**config.mk**
```make
export PLATFORM = sky130hd
export DESIGN_NAME = tdm_slot_alloc
export DESIGN_NICKNAME = d
export VERILOG_FILES = /design/src/rtl/tdm_alloc_pkg.sv /design/src/rtl/alloc_ctrl.sv /design/src/rtl/pair_grant.sv /design/src/rtl/mask_bank.sv /design/src/rtl/tdm_slot_alloc.sv
export SDC_FILE = /design/constraint.sdc
export NUM_CORES = 1
export LEC_CHECK = 0
export BUFFER_PORTS_ARGS = -buffer_cell sky130_fd_sc_hd__buf_2
export CORE_MARGIN = 4
export CORE_UTILIZATION = 25
export DETAILED_ROUTE_END_ITERATION = 7
export GPL_TIMING_DRIVEN = 0
export PLACE_DENSITY = 0.42
export RECOVER_POWER = 100
export SYNTH_ARGS = -nofsm -noshare
export SYNTH_HDL_FRONTEND = slang
export SYNTH_SLANG_ARGS = --single-unit
```
**constraint.sdc**
```tcl
create_clock -name clk -period 21.1 [get_ports clk]
set_clock_uncertainty 0.1 [all_clocks]
set_input_delay 1.055 -clock clk [delete_from_list [all_inputs] [get_ports clk]]
set_output_delay 1.055 -clock clk [all_outputs]
set_load 0.01 [all_outputs]
```
**src/rtl/tdm_alloc_pkg.sv**
```systemverilog
package tdm_alloc_pkg;
    localparam int SLOTS  = 32;
    localparam int PAIRS  = SLOTS / 2;
    localparam int PAIR_W = $clog2(PAIRS);

    typedef logic [SLOTS-1:0] slot_mask_t;

    typedef enum logic {
        ST_IDLE = 1'b0,
        ST_RUN  = 1'b1
    } alloc_state_e;

    typedef struct packed {
        logic load;
        logic step;
        logic finish;
    } alloc_cmd_t;

    function automatic int count_width(input int lanes);
        return $clog2(SLOTS * lanes + 1);
    endfunction

    function automatic logic [PAIR_W:0] slot_of(input logic [PAIR_W-1:0] pair, input logic odd);
        return {pair, odd};
    endfunction
endpackage

```
**src/rtl/alloc_ctrl.sv**
```systemverilog
module alloc_ctrl
    import tdm_alloc_pkg::*;
(
    input  logic              clk,
    input  logic              rst,
    input  logic              start,
    input  logic              rem_zero,
    output alloc_cmd_t        cmd,
    output logic [PAIR_W-1:0] pair_idx,
    output logic              busy,
    output logic              done,
    output logic              error
);
    alloc_state_e state_q;
    logic         last_pair;

    assign last_pair  = (pair_idx == PAIR_W'(PAIRS - 1));
    assign cmd.load   = (state_q == ST_IDLE) && start;
    assign cmd.step   = (state_q == ST_RUN);
    assign cmd.finish = cmd.step && (rem_zero || last_pair);
    assign busy       = (state_q == ST_RUN);

    always_ff @(posedge clk) begin
        if (rst) begin
            state_q  <= ST_IDLE;
            pair_idx <= '0;
            done     <= 1'b0;
            error    <= 1'b0;
        end else begin
            done <= 1'b0;
            unique case (state_q)
                ST_IDLE: begin
                    if (cmd.load) begin
                        state_q  <= ST_RUN;
                        pair_idx <= '0;
                    end
                end
                ST_RUN: begin
                    pair_idx <= pair_idx + 1'b1;
                    if (cmd.finish) begin
                        state_q <= ST_IDLE;
                        done    <= 1'b1;
                        error   <= !rem_zero;
                    end
                end
                default: state_q <= ST_IDLE;
            endcase
        end
    end
endmodule

```
**src/rtl/pair_grant.sv**
```systemverilog
module pair_grant
    import tdm_alloc_pkg::*;
#(
    parameter int LANES = 4,
    parameter int CNT_W = 8
) (
    input  logic [PAIR_W-1:0]            pair_idx,
    input  logic [LANES-1:0][SLOTS-1:0]  allow,
    input  logic [CNT_W-1:0]             rem_in,
    output logic [LANES-1:0][1:0]        grant,
    output logic [CNT_W-1:0]             rem_out
);
    localparam int TAPS = 2 * LANES;

    logic [CNT_W-1:0] rem_chain [TAPS+1];

    assign rem_chain[0] = rem_in;

    for (genvar l = 0; l < LANES; l++) begin : g_lane
        for (genvar k = 0; k < 2; k++) begin : g_half
            localparam int TAP = 2 * l + k;
            logic [PAIR_W:0] sidx;
            logic            avail;
            assign sidx  = slot_of(pair_idx, 1'(k));
            assign avail = allow[l][sidx];
            assign grant[l][k] = avail && (rem_chain[TAP] != '0);
            assign rem_chain[TAP+1] = rem_chain[TAP] - CNT_W'(grant[l][k]);
        end
    end

    assign rem_out = rem_chain[TAPS];
endmodule

```
**src/rtl/mask_bank.sv**
```systemverilog
module mask_bank
    import tdm_alloc_pkg::*;
#(
    parameter int LANES = 4
) (
    input  logic                         clk,
    input  logic                         rst,
    input  alloc_cmd_t                   cmd,
    input  logic [PAIR_W-1:0]            pair_idx,
    input  logic [LANES-1:0][1:0]        grant,
    output logic [LANES-1:0][SLOTS-1:0]  pub_mask
);
    for (genvar l = 0; l < LANES; l++) begin : g_bank
        slot_mask_t work_q;
        slot_mask_t work_d;
        slot_mask_t hit;

        always_comb begin
            hit = '0;
            hit[slot_of(pair_idx, 1'b0)] = grant[l][0];
            hit[slot_of(pair_idx, 1'b1)] = grant[l][1];
            work_d = work_q | (cmd.step ? hit : '0);
        end

        always_ff @(posedge clk) begin
            if (rst) begin
                work_q      <= '0;
                pub_mask[l] <= '0;
            end else begin
                if (cmd.load)
                    work_q <= '0;
                else if (cmd.step)
                    work_q <= work_d;
                if (cmd.finish)
                    pub_mask[l] <= work_d;
            end
        end
    end
endmodule

```
**src/rtl/tdm_slot_alloc.sv**
```systemverilog
module tdm_slot_alloc
    import tdm_alloc_pkg::*;
#(
    parameter int LANES = 4,
    parameter int CNT_W = count_width(LANES)
) (
    input  logic                   clk,
    input  logic                   rst,
    input  logic                   start,
    input  logic [CNT_W-1:0]       chan_count,
    input  logic [LANES*SLOTS-1:0] allow_mask,
    output logic                   busy,
    output logic                   done,
    output logic                   error,
    output logic [LANES*SLOTS-1:0] lane_mask
);
    alloc_cmd_t                  cmd;
    logic [PAIR_W-1:0]           pair_idx;
    logic [LANES-1:0][SLOTS-1:0] allow_q;
    logic [LANES-1:0][SLOTS-1:0] pub;
    logic [LANES-1:0][1:0]       grant;
    logic [CNT_W-1:0]            rem_q;
    logic [CNT_W-1:0]            rem_next;

    always_ff @(posedge clk) begin
        if (rst) begin
            allow_q <= '0;
            rem_q   <= '0;
        end else if (cmd.load) begin
            allow_q <= allow_mask;
            rem_q   <= chan_count;
        end else if (cmd.step) begin
            rem_q   <= rem_next;
        end
    end

    alloc_ctrl u_ctrl (
        .clk      (clk),
        .rst      (rst),
        .start    (start),
        .rem_zero (rem_next == '0),
        .cmd      (cmd),
        .pair_idx (pair_idx),
        .busy     (busy),
        .done     (done),
        .error    (error)
    );

    pair_grant #(.LANES(LANES), .CNT_W(CNT_W)) u_grant (
        .pair_idx (pair_idx),
        .allow    (allow_q),
        .rem_in   (rem_q),
        .grant    (grant),
        .rem_out  (rem_next)
    );

    mask_bank #(.LANES(LANES)) u_bank (
        .clk      (clk),
        .rst      (rst),
        .cmd      (cmd),
        .pair_idx (pair_idx),
        .grant    (grant),
        .pub_mask (pub)
    );

    assign lane_mask = pub;
endmodule

```
* After elaboration in Yosys (flattened, before gate mapping)
Index checks and enable logic that the tools add are counted.
** Storage, ports and cells
- Register bits after elaboration :: 399
- Input port bits :: 139
- Output and inout bits :: 131
- Word-level logic and storage cells :: 104
** Operators by class
- $add $sub $neg :: 9
- Order comparisons :: 4
- Eq/ne operators :: 2
- Multiplexer cells :: 36
- Bitwise logic cells :: 9
- Reduce and logical (&&, ||, !) cells :: 27
** Operators with widths (number)
- $and A32 B31 Y32 :: 4
- $bwmux W32 :: 4
- $mux W32 :: 4
- $or A32 B32 Y32 :: 4
- $reduce_bool A8 Y1 :: 8
- $sub A8 B1 Y8 :: 8
- $bmux W1 S4 :: 8
- $mux W8 :: 2
- $mux W1 :: 13
- $logic_and A1 B1 Y1 :: 12
- $lt A5 B6 Y1 const B :: 2
- $ge A5 B1 Y1 const B :: 2
- $demux W1 S4 :: 2
- $logic_not A8 Y1 :: 1
- $pmux W4 S2 :: 1
- $add A4 B1 Y4 const B :: 1
- $eq A4 B4 Y1 const B :: 1
- $mux W4 :: 1
- $reduce_or A2 Y1 :: 2
- $ne A2 B2 Y1 const B :: 1
- $pmux W1 S2 :: 1
- $reduce_and A2 Y1 :: 1
- $reduce_bool A2 Y1 :: 1
- $logic_not A1 Y1 :: 1
- 2 further kinds :: 2

* Depth between registers and ports, before layout
Gate-level depths: netlist (run 1).
- Word-level depth :: 30
- Gate-level depth with buffers :: 89
- Gate-level depth less buffers :: 70

* Hierarchy
From an unflattened synthesis (run 1), not the netlist that was laid out.
** Unflattened totals
- Cells, all modules :: 1528
- Area, all modules :: 17307.8 um2
** By module, submodules not included
- mask_bank :: instances 1, cells an instance 793, area each 9434.0 um2
- tdm_slot_alloc :: instances 1, cells an instance 451, area each 5024.8 um2
- pair_grant :: instances 1, cells an instance 249, area each 2537.4 um2
- alloc_ctrl :: instances 1, cells an instance 35, area each 311.5 um2

* Worst setup path before layout (run 1)
OpenSTA, ideal clock, no wires.
- Path type :: register -> register
- Start :: register u_ctrl.pair_idx[0]
- End :: register u_bank.pub_mask[0] in the netlist's numbering
- Library setup time :: 146 ps
- Arrival time :: 18343 ps
- Required time :: 20854 ps
- Slack :: 2511 ps
- Stages on the path, launching flop included :: 87
- Buffers on the path :: 18
- Path through :: dfxtp_1 > clkbuf_1 > buf_1 > mux4_2 > mux4_2 > a21boi_1 > clkbuf_1 > ha_1 > or3b_1 > buf_6 > or4_1 > and2_1 > nand2_1 > nor3_1 > a41oi_1 > clkbuf_1 > ha_1 > ha_1 > [... 51 more ...] > xnor2_1 > xnor2_1 > and2_1 > nand2_1 > nor3_1 > a41oi_4 > buf_8 > ha_1 > ha_1 > nand2_1 > nor2_1 > a31o_1 > a211oi_2 > o2111ai_4 > nand2_2 > buf_2 > buf_4 > a211oi_2
** Between the ends
- Longest elaborated chain between the ends :: 28
- Elaborated cells on any way between the ends :: 52
- Those cells by class :: 8 x add/sub; 2 x order compare; 1 x eq/ne; 20 x mux; 2 x bitwise; 19 x reduce/logical
** RTL lines
- start, declared :: line alloc_ctrl.sv:9 : output logic [PAIR_W-1:0] pair_idx,
- start signal, assigned :: line alloc_ctrl.sv:39 : pair_idx <= pair_idx + 1'b1;
- $bmux W1 S4 :: line pair_grant.sv:25 : assign avail = allow[l][sidx];
- $mux W1 (implied by the code) :: line pair_grant.sv:25
- $logic_and A1 B1 Y1 :: line pair_grant.sv:26 : assign grant[l][k] = avail && (rem_chain[TAP] != '0);
- $sub A8 B1 Y8 :: line pair_grant.sv:27 : assign rem_chain[TAP+1] = rem_chain[TAP] - CNT_W'(grant[l][k]);
- $reduce_bool A8 Y1 :: line pair_grant.sv:26
- $logic_and A1 B1 Y1 :: line pair_grant.sv:26
- $sub A8 B1 Y8 :: line pair_grant.sv:27
- $reduce_bool A8 Y1 :: line pair_grant.sv:26
- [... 12 more ...]
- $logic_and A1 B1 Y1 :: line pair_grant.sv:26
- $sub A8 B1 Y8 :: line pair_grant.sv:27
- $reduce_bool A8 Y1 :: line pair_grant.sv:26
- $logic_and A1 B1 Y1 :: line pair_grant.sv:26
- $sub A8 B1 Y8 :: line pair_grant.sv:27
- $logic_not A8 Y1 :: line tdm_slot_alloc.sv:41 : .rem_zero (rem_next == '0),
- $logic_or A1 B1 Y1 :: line alloc_ctrl.sv:20 : assign cmd.finish = cmd.step && (rem_zero || last_pair);
- $logic_and A1 B1 Y1 :: line alloc_ctrl.sv:20
- end signal, assigned by index :: line mask_bank.sv:35 : pub_mask[l] <= work_d;
- end, declared :: line mask_bank.sv:11 : output logic [LANES-1:0][SLOTS-1:0] pub_mask
Several ways; a longest one is shown, not always the timed one. The select of a mux whose other input is x is not followed.
A chain may end at the register's enable or synchronous reset.

* Worst setup path after layout (run 1)
- Start :: register u_ctrl.pair_idx[0]
- End :: register u_bank.pub_mask[79] in the netlist's numbering
The elaborated chain is that of the path after synthesis.

==> impl_results.md, run 1 <==
* Outcome: completed
* R2R cell count at between 80 and 90
* Worst r2r src: u_ctrl.pair_idx[0]
* Port bufs at approximately 270
* Slowest cell on crit path: o41a_4
* Mean Syn Cell Area at between 9 and 10 sq um
* Synth top area share at between 40 and 50%
* Post-CTS Hold Fix Bufs at 0
* R2R Setup Slk at approximately 1400 ps
* Crit start category: flip-flop
* Peak Freq at around 51 MHz
* Critical path depth at 85
* Top_reg_cell synth: dfxtp_1
* Global-route wire length before repair at roughly 90000 um
* Clock latency at the later pin of the worst-skew pair at about 610 ps
* Sink Count at approximately 400
* Worst Path Buf+Inv at 17
* FFs w/ async S/R, synth at 0%
* RSZ-0062 raised after global routing: false
* I/O pin count at 270
* Slew Limit Fails at 0
* Number of global-route vias before repair at ~15000
* Die Width at 269 um
* Worst vdd ir at approximately 0.059 mV
* Critical path startpoint: u_ctrl.pair_idx[0]
* Seq/Total Area, Yosys at a little under half
* Fin Setup TNS at 0 ps
* Most common cell in the netlist: dfxtp_1
* Slew HR at about a third
* Warnings, synthesis at 0
* Critical Path Sink: u_bank.pub_mask[79]
* Drt total wl at 61600 um
* RePlAce Congestion at between 0.8 and 0.9
* Final hold vios at 0
* DIE HEIGHT at roughly 270 um
* Final Setup Violations at 0
* Via density at ~4.7
* Clock transition at path regs at 60 ps
* Core area at between 60000 and 70000 sq um
* Initial antenna violation count at 3
* Syn Inst Count at ~1800
* WHS at around 350 ps
* Starting Density at between 20% and 30%
* Number of routed nets with antenna violations at 0
* Mapped Nets at just under 2000
* CTS tree: built
* Maxcap violations at 0
* Worst path top cell family by delay: compound AO/OA/AOI/OAI gates
* Initial DRT Pass Iterations at 5
* Worst Setup End Kind: flip-flop
* Final #Nets at approximately 2300
* Layout cells sized above 1 at 18.1%
* Drt drc at 0
* Cell taking the most area after synthesis: dfxtp_1
* Fin crit share at between 90 and 100%
* Die area at 72300 sq um
* Ranking of synthesized cells by area: dfxtp_1, a21oi_1, a211oi_2, nand2_1, mux4_2
* Final Critical Period at around 20000 ps
* Wire per inst at ~20 um
* Post-synth EDFFs at 0
* Hold path depth at 2
* Power, Total at between 2 and 2.5 mW
* Vias post-DR at 14500
* Mapped cell area at between 15000 and 20000 sq um
* CTS H-tree lvls at 2
* Seq cells post-synth at roughly 400
* Maximum clock insertion buffer count at 3
* Pleak at around 7.4 nW
* Biggest cell delay along the critical path at 610 ps
* Initial DRC Count at roughly 700
* RR Endpoint: u_bank.pub_mask[79]
* CP required at between 20000 and 25000 ps
* Most frequent cells after synthesis: dfxtp_1, nand2_1, a21oi_1
* Row Count at 95
* Most common cell on crit path: ha_1
* Min-delay worst type: reg -> reg
* Total GRT Usage at 16.4%
* Root Buffer: clkbuf_16
* HPWL after DPL at roughly 46000 um
* Largest net degree at the start of global routing at 19
* Crit-path max FO at 18
* Grt total ovfl at 0
* Placed cells at a little under 3000
* Worst Tran Pin Value at just under 1000 ps
* CP Data Arrival Time at around 20000 ps
* Cts bufs inserted at 46
* Critical path class: reg -> reg
* Power density over cell area at between 100 and 150 nW/um^2
* Finished Layout Cells at roughly 3100
* Number of distinct library cells after synthesis at about 80
* Layout Area Growth over Synthesis at 21.1%
## state kept, by name, indices dropped and copies added, names as in the netlist
register              flops
allow_q                 128
rem_q                     8
u_ctrl.done               1
u_bank.pub_mask         128
u_bank.g_bank.work_q    128
u_ctrl.busy               1
u_ctrl.pair_idx           4
u_ctrl.error              1
## through the flow
| stage | cell area [sq um] | utilization (%) | worst slack, ps |
|---|---|---|---|
| 2_1_floorplan | 17000 | - | 2510 |
| 3_3_place_gp | 19400 | 28.9 | -5740 |
| 3_5_place_dp | 19500 | 28.9 | -5400 |
| 4_1_cts | 21000 | 31.2 | 56.7 |
| 5_1_grt | 20600 | 30.6 | 47.7 |
| 6_report | 20600 | 30.6 | 1370 |
## report_power, final
part / switching (mW) / leakage, nW / internal (mW)
Sequential: 0.0524 / 3.24 / 0.836
Clock: 0.330 / 0.710 / 0.449
Combinational: 0.481 / 3.48 / 0.303
Total: 0.863 / 7.43 / 1.59
## tightest hold or removal path, stage by stage, from the launching register on
cell and delay, ps:
dfxtp_1 300, nand2_1 50, a21oi_1 50
## routing by layer
layer,part of all wire [%],track usage (%),wire length [um]
met2,48,28.1,29600
met3,4.8,3.06,2960
met4,1.9,4.00,1150
met1,45,21.5,27900
met5,0,0,0
## placed cells by master, fill, tap and decap left out, types with 9 or more instances in the layout
| master | count |
|---|---|
| nor3_1 | 109 |
| a221oi_1 | 26 |
| and2_1 | 25 |
| inv_1 | 12 |
| clkbuf_1 | 240 |
| nand2_1 | 287 |
| buf_6 | 15 |
| o211a_1 | 10 |
| clkbuf_8 | 9 |
| buf_2 | 162 |
| a211oi_2 | 40 |
| a21oi_1 | 265 |
| a211oi_1 | 67 |
| dfxtp_1 | 399 |
| or3_1 | 10 |
| xnor2_1 | 23 |
| buf_4 | 10 |
| clkbuf_2 | 10 |
| mux4_2 | 40 |
| ha_1 | 20 |
| nand3_1 | 13 |
| nor2_1 | 192 |
| clkbuf_16 | 46 |
## worst min path at each step
stage | start | to | slack [ps]
2_1_floorplan | u_bank.g_bank[3].work_q[0] | u_bank.g_bank[3].work_q[0] | 320
5_1_grt | allow_q[111] | allow_q[111] | 360
4_1_cts | allow_q[68] | allow_q[68] | 350
3_3_place_gp | u_bank.g_bank[3].work_q[22] | u_bank.g_bank[3].work_q[22] | 340
3_5_place_dp | u_bank.g_bank[3].work_q[26] | u_bank.g_bank[3].work_q[26] | 340
6_report | allow_q[68] | allow_q[68] | 350
## cell type report
cell class / count / area [sq um]
diodes: 2 / 5.00
plain buffers: 163 / 837
clock buffers: 69 / 1330
clock inverters: 12 / 144
fillers: 7210 / 46700
inverters: 12 / 45.0
multi-input cells: 1254 / 7970
flip-flops and latches: 399 / 7990
well taps: 873 / 1090
repair buffers: 273 / 1200
## cell families (layout without fill, tap and decap cells)
| kind of cell | count (synthesis) | count (layout) | share of synthesized area (%) |
|---|---|---|---|
| adder cells (fa/ha/maj) | 22 | 22 | 1.59 |
| XOR/XNOR | 43 | 43 | 3.19 |
| AND/OR/NAND/NOR | 687 | 687 | 17.5 |
| AO/OA/AOI/OAI | 454 | 454 | 20.0 |
| buffers and inverters | 178 | 529 | 5.00 |
| other | 0 | 2 | 0 |
| flip-flops | 399 | 399 | 46.9 |
| multiplexers | 48 | 48 | 5.78 |
## repair_timing
action | in CTS | in global routing
pin swaps | 2 | 3
setup buffers | 2 | 4
hold endpoints to repair | 0 | 0
endpoints found under the setup margin | 171 | 133
resized for setup | 33 | 14
(Power assumes the default switching activity.)
==> inputs of run 2 (changes only) <==
--- a/config.mk
+++ b/config.mk
@@ -7,10 +7,10 @@
 export LEC_CHECK = 0
 export BUFFER_PORTS_ARGS = -buffer_cell sky130_fd_sc_hd__buf_2
 export CORE_MARGIN = 4
-export CORE_UTILIZATION = 25
+export CORE_UTILIZATION = 43
 export DETAILED_ROUTE_END_ITERATION = 7
 export GPL_TIMING_DRIVEN = 0
-export PLACE_DENSITY = 0.42
+export PLACE_DENSITY = 0.63
 export RECOVER_POWER = 100
 export SYNTH_ARGS = -nofsm -noshare
 export SYNTH_HDL_FRONTEND = slang
==> impl_results.md, run 2 (synthesis gave the netlist of run 1 again) <==
* Multi-input logic area at 8040 sq um (was 7970 sq um)
* Fill count at 3780 (was 7210)
* Final #Nets at 2305 (was 2308)
* Power, Total at 2.38 mW (was 2.45 mW)
* Maxcap violations at 0 (unchanged)
* Global-route wire length before repair at 78700 um (was 90000 um)
* Fin crit share at 93.6% (was 93.5%)
* Layout Area Growth over Synthesis at 18.2% (was 21.1%)
* Min-delay worst type: reg -> reg (unchanged)
* Power density over cell area at 119 nW/um^2 (about the same)
* Pleak at 7.38 nW (was 7.43 nW)
* RePlAce Congestion at 0.913 (was 0.824)
* Die area at 42800 sq um (was 72300 sq um)
* Via density at 5.46 (was 4.73)
* N_diodes at 0 (was 2)
* Biggest cell delay along the critical path at 630 ps (was 610 ps)
* Largest regs: allow_q (128), u_bank.g_bank.work_q (128), u_bank.pub_mask (128) (unchanged)
* Hold path startpoint: allow_q[97] (was allow_q[68])
* Worst vdd ir at 0.0598 mV (was 0.0593 mV)
* Slowest cell on crit path: o41a_2 (was o41a_4)
* CP Data Arrival Time at 20110 ps (was 20080 ps)
* Vias post-DR at 14700 (was 14500)
* Number of global-route vias before repair at 14100 (was 14600)
* Most frequent cells in the layout: dfxtp_1, nand2_1, a21oi_1, clkbuf_1, nor2_1 (unchanged)
* Total GRT Usage at 23.6% (was 16.4%)
* Peak Freq at 50.7 MHz (about the same)
* Initial DRC Count at 920 (was 713)
* Core area at 38900 sq um (was 67300 sq um)
* Slew HR at 39.2% (was 34.0%)
* Root Buffer: clkbuf_16 (unchanged)
* Cts bufs inserted at 43 (was 46)
* Outcome: completed (unchanged)
* Critical path class: reg -> reg (unchanged)
* Slew Limit Fails at 0 (unchanged)
* WHS at 351 ps (was 350 ps)
* Final hold vios at 0 (unchanged)
* Port bufs at 267 (unchanged)
* I/O pin count at 270 (unchanged)
* Initial antenna violation count at 0 (was 3)
* Drt total wl at 52200 um (was 61600 um)
* Clock latency at the later pin of the worst-skew pair at 570 ps (was 610 ps)
* Worst Tran Pin Value at 912 ps (was 989 ps)
* Final Setup Violations at 0 (unchanged)
* DIE HEIGHT at 207 um (was 269 um)
* CP required at 21470 ps (was 21460 ps)
* Initial DRT Pass Iterations at 5 (unchanged)
* Worst Setup End Kind: flip-flop (unchanged)
* Crit-path max FO at 18 (unchanged)
* Starting Density at 43.7% (was 25.3%)
* Most common cell after layout, fill and taps aside: dfxtp_1 (unchanged)
* Most common cell on crit path: ha_1 (unchanged)
* CTS tree: built (unchanged)
* Setup WS post-layout at 1360 ps (was 1370 ps)
* Row Count at 72 (was 95)
* CTS H-tree lvls at 2 (unchanged)
* Wire per inst at 19.4 um (was 20.1 um)
* Crit start category: flip-flop (unchanged)
* Final Critical Period at 19740 ps (was 19730 ps)
* Die Width at 207 um (was 269 um)
* Maximum clock insertion buffer count at 3 (unchanged)
* Layout cells sized above 1 at 18.8% (was 18.1%)
* RSZ-0062 raised after global routing: false (unchanged)
* Number of routed nets with antenna violations at 0 (unchanged)
* Worst r2r src: u_ctrl.pair_idx[1] (was u_ctrl.pair_idx[0])
* Largest net degree at the start of global routing at 14 (was 19)
* HPWL after DPL at 38500 um (was 45500 um)
* Drt drc at 0 (unchanged)
* Register area at 7990 sq um (unchanged)
* Setup WS pre-CTS at -4570 ps (was -5400 ps)
* Critical path startpoint: u_ctrl.pair_idx[1] (was u_ctrl.pair_idx[0])
* Grt total ovfl at 0 (unchanged)
* Sink Count at 399 (unchanged)
* Clock transition at path regs at 60 ps (about the same)
## run 2: cell types whose count changed in the layout (fill, tap and decap cells not counted), sizes merged
cell | previous run | this run
clkinv | 7 | 6
clkbuf | 312 | 316
buf | 193 | 186
bufinv | 1 | 0
clkinvlp | 3 | 2
diode | 2 | 0
## run 2: where the power goes
| group | total [mW] | leakage [nW] | internal [mW] | switching (mW) |
|---|---|---|---|---|
| clock network | 0.725 | 0.666 | 0.422 | 0.304 |
| logic | 0.772 | 3.48 | 0.305 | 0.467 |
| registers | 0.888 | 3.24 | 0.836 | 0.0521 |
## run 2: per-layer routing
metal	share of wire, %	GRT usage (%)	routed length (um)
met1	44	32.3	23200
met2	46	37.5	23800
met3	6.8	4.66	3540
met4	3.2	8.14	1670
met5	0	0	0
## run 2: final cells by class
type	count	area share [%]
Multi-Input combinational cell	1254	40.0
Timing Repair Buffer	272	5.94
Inverter	12	0.224
Buffer	164	4.16
Clock inverter	9	0.323
Clock buffer	66	6.43
Tap cell	518	3.22
Sequential cell	399	39.7
## run 2: what timing repair did
action	4_1_cts	5_1_grt
hold buffers	0	0
endpoints found under the setup margin	171	135
resized for setup	29	20
setup buffers	3	2
gates cloned	0	0
pin swaps	3	2
## run 2: path summary, 6_finish.rpt
path | to | slack [ps] | depth (start not counted)
worst max-delay path | u_bank.pub_mask[86] | 1360 | 86
worst min-delay path | allow_q[97] | 350 | 2
worst max register to register | u_bank.pub_mask[86] | 1360 | 86
worst min register to register | allow_q[97] | 350 | 2
## run 2: metrics by stage
stage               cells  TNS, ps  cell area (sq um)  util (%)
global route         2694        0              20100      51.7
global placement     2616  -592230              19000      48.8
CTS                  2693        0              20400      52.5
detailed placement   2616  -647810              19000      48.8
finish               2694        0              20100      51.7
floorplan            1831        0              17000         -
## run 2: critical path: cells and delay by family, from the launching register on
family	cells	cell delay (ps)
buffers and inverters	18	4300
xor gates and xnor gates	1	170
muxes	4	930
DFF	1	360
AOI/OAI and AO/OA	25	5900
and+or+nand+nor	24	4560
adders and majority gates	14	3250
==> inputs of run 3 (changes only) <==
==> constraint.sdc (replaced) <==
create_clock -name clk -period 21.1 [get_ports clk]
set_clock_uncertainty 0.1 [all_clocks]
set_input_delay 2.11 -clock clk [delete_from_list [all_inputs] [get_ports clk]]
set_output_delay 2.11 -clock clk [all_outputs]
set_load 0.01 [all_outputs]
==> impl_results.md, run 3 (synthesis gave the netlist of run 1 again) <==
* Power density over cell area at 119 nW/um^2 (about the same)
* Drt total wl at 52300 um (was 52200 um)
* Most common cell on crit path: ha_1 (unchanged)
* Vias post-DR at 14700 (about the same)
* Maximum clock insertion buffer count at 3 (unchanged)
* Die area at 42800 sq um (unchanged)
* Crit-path max FO at 18 (unchanged)
* Largest net degree at the start of global routing at 14 (unchanged)
* Final Setup Violations at 0 (unchanged)
* Clock latency at the later pin of the worst-skew pair at 570 ps (about the same)
* Grt total ovfl at 0 (unchanged)
* Worst path top cell family by delay: compound AO/OA/AOI/OAI gates (unchanged)
* I/O pin count at 270 (unchanged)
* Fill count at 3777 (was 3780)
* HPWL after DPL at 38500 um (unchanged)
* Layout Area Growth over Synthesis at 18.2% (about the same)
* Worst Setup End Kind: flip-flop (unchanged)
* Setup WS post-layout at 1260 ps (was 1360 ps)
* Final hold vios at 0 (unchanged)
* Most frequent cells in the layout: dfxtp_1, nand2_1, a21oi_1, clkbuf_1, nor2_1 (unchanged)
* RSZ-0062 raised after global routing: false (unchanged)
* Worst Path Buf+Inv at 18 (unchanged)
* Initial DRT Pass Iterations at 7 (was 5)
* Row Count at 72 (unchanged)
* Die Width at 207 um (unchanged)
* WHS at 351 ps (about the same)
* Number of routed nets with antenna violations at 0 (unchanged)
* R2R Setup Slk at 1260 ps (was 1360 ps)
* CP required at 21410 ps (was 21470 ps)
* Root Buffer: clkbuf_16 (unchanged)
* Total GRT Usage at 23.6% (unchanged)
* Port bufs at 267 (unchanged)
* Final #Nets at 2305 (unchanged)
* Core area at 38900 sq um (unchanged)
* Placed cells at 2616 (unchanged)
* Starting Density at 43.7% (unchanged)
* Pleak at 7.39 nW (was 7.38 nW)
* Sink Count at 399 (unchanged)
* Register area at 7990 sq um (unchanged)
* Global-route wire length before repair at 78700 um (unchanged)
* Outcome: completed (unchanged)
* Via density at 5.46 (about the same)
* CTS H-tree lvls at 2 (unchanged)
* Critical path class: reg -> reg (unchanged)
* Slew Limit Fails at 0 (unchanged)
* Largest regs: allow_q (128), u_bank.g_bank.work_q (128), u_bank.pub_mask (128) (unchanged)
* Final Critical Period at 19840 ps (was 19740 ps)
* Most common cell after layout, fill and taps aside: dfxtp_1 (unchanged)
* Slew HR at 39.5% (was 39.2%)
* Worst Tran Pin Value at 907 ps (was 912 ps)
* Multi-input logic area at 8050 sq um (was 8040 sq um)
* Worst vdd ir at 0.0594 mV (was 0.0598 mV)
* Clock transition at path regs at 60 ps (about the same)
* Number of global-route vias before repair at 14100 (unchanged)
* Crit start category: flip-flop (unchanged)
* Layout cells sized above 1 at 18.8% (about the same)
* Cts bufs inserted at 43 (unchanged)
* Peak Freq at 50.4 MHz (was 50.7 MHz)
* Fin crit share at 94.0% (was 93.6%)
* Maxcap violations at 0 (unchanged)
* Setup WS pre-CTS at -4570 ps (unchanged)
* Initial antenna violation count at 0 (unchanged)
* Biggest cell delay along the critical path at 630 ps (about the same)
* Initial DRC Count at 860 (was 920)
* CP Data Arrival Time at 20150 ps (was 20110 ps)
* Wire per inst at 19.4 um (about the same)
* RePlAce Congestion at 0.913 (unchanged)
* CTS tree: built (unchanged)
* Min-delay worst type: reg -> reg (unchanged)
* Drt drc at 0 (unchanged)
* DIE HEIGHT at 207 um (unchanged)
* Slowest cell on crit path: o41a_2 (unchanged)
* Finished Layout Cells at 2694 (unchanged)
* N_diodes at 0 (unchanged)
run 3: power breakdown:
part / total (mW) / internal, mW / switching, mW
combinational: 0.773 / 0.305 / 0.468
clock: 0.725 / 0.422 / 0.303
sequential: 0.888 / 0.836 / 0.0520
run 3: worst paths after layout:
path,from,endpoint,cells past startpoint
max,u_ctrl.pair_idx[1],u_bank.pub_mask[36],86
min,allow_q[97],allow_q[97],2
max reg2reg,u_ctrl.pair_idx[1],u_bank.pub_mask[36],86
min reg2reg,allow_q[97],allow_q[97],2
run 3: layer usage:
layer	part of all wire, %	GRT usage [%]	vias up
li1	-	-	7054
met1	44	32.3	7093
met2	46	37.5	481
met3	6.8	4.66	86
met4	2.9	8.14	0
met5	0	0	-
run 3: area by class of cell:
cell class,count,share of cell area (%)
repair buffers,272,5.96
inverters,12,0.224
well taps,518,3.22
flip-flops and latches,399,39.7
clock inverters,9,0.323
plain buffers,164,4.15
multi-input cells,1254,40.0
clock buffers,66,6.43
run 3: worst register-to-register path, delay by kind of cell, from the launching register on:
family / cells / cell delay (ps)
muxes: 4 / 920
buffers and inverters: 18 / 4530
xor gates and xnor gates: 1 / 170
adders and majority gates: 14 / 3310
AOI/OAI and AO/OA: 25 / 5610
and+or+nand+nor: 24 / 4700
DFF: 1 / 360
run 3: metrics by stage:
step                util (%)  power, mW  TNS [ps]  area, sq um
finish                  51.7       2.39         0        20100
global route            51.7       2.50         0        20100
CTS                     52.5       2.41         0        20400
detailed placement      48.8       1.68   -647810        19000
global placement        48.8       1.66   -592230        19000
floorplan                  -       1.45         0        17000
run 3: repair_timing:
action / 4_1_cts / 5_1_grt
endpoints found under the setup margin: 171 / 135
pin swaps: 3 / 2
setup buffers: 3 / 2
resized for setup: 29 / 20
hold buffers: 0 / 0
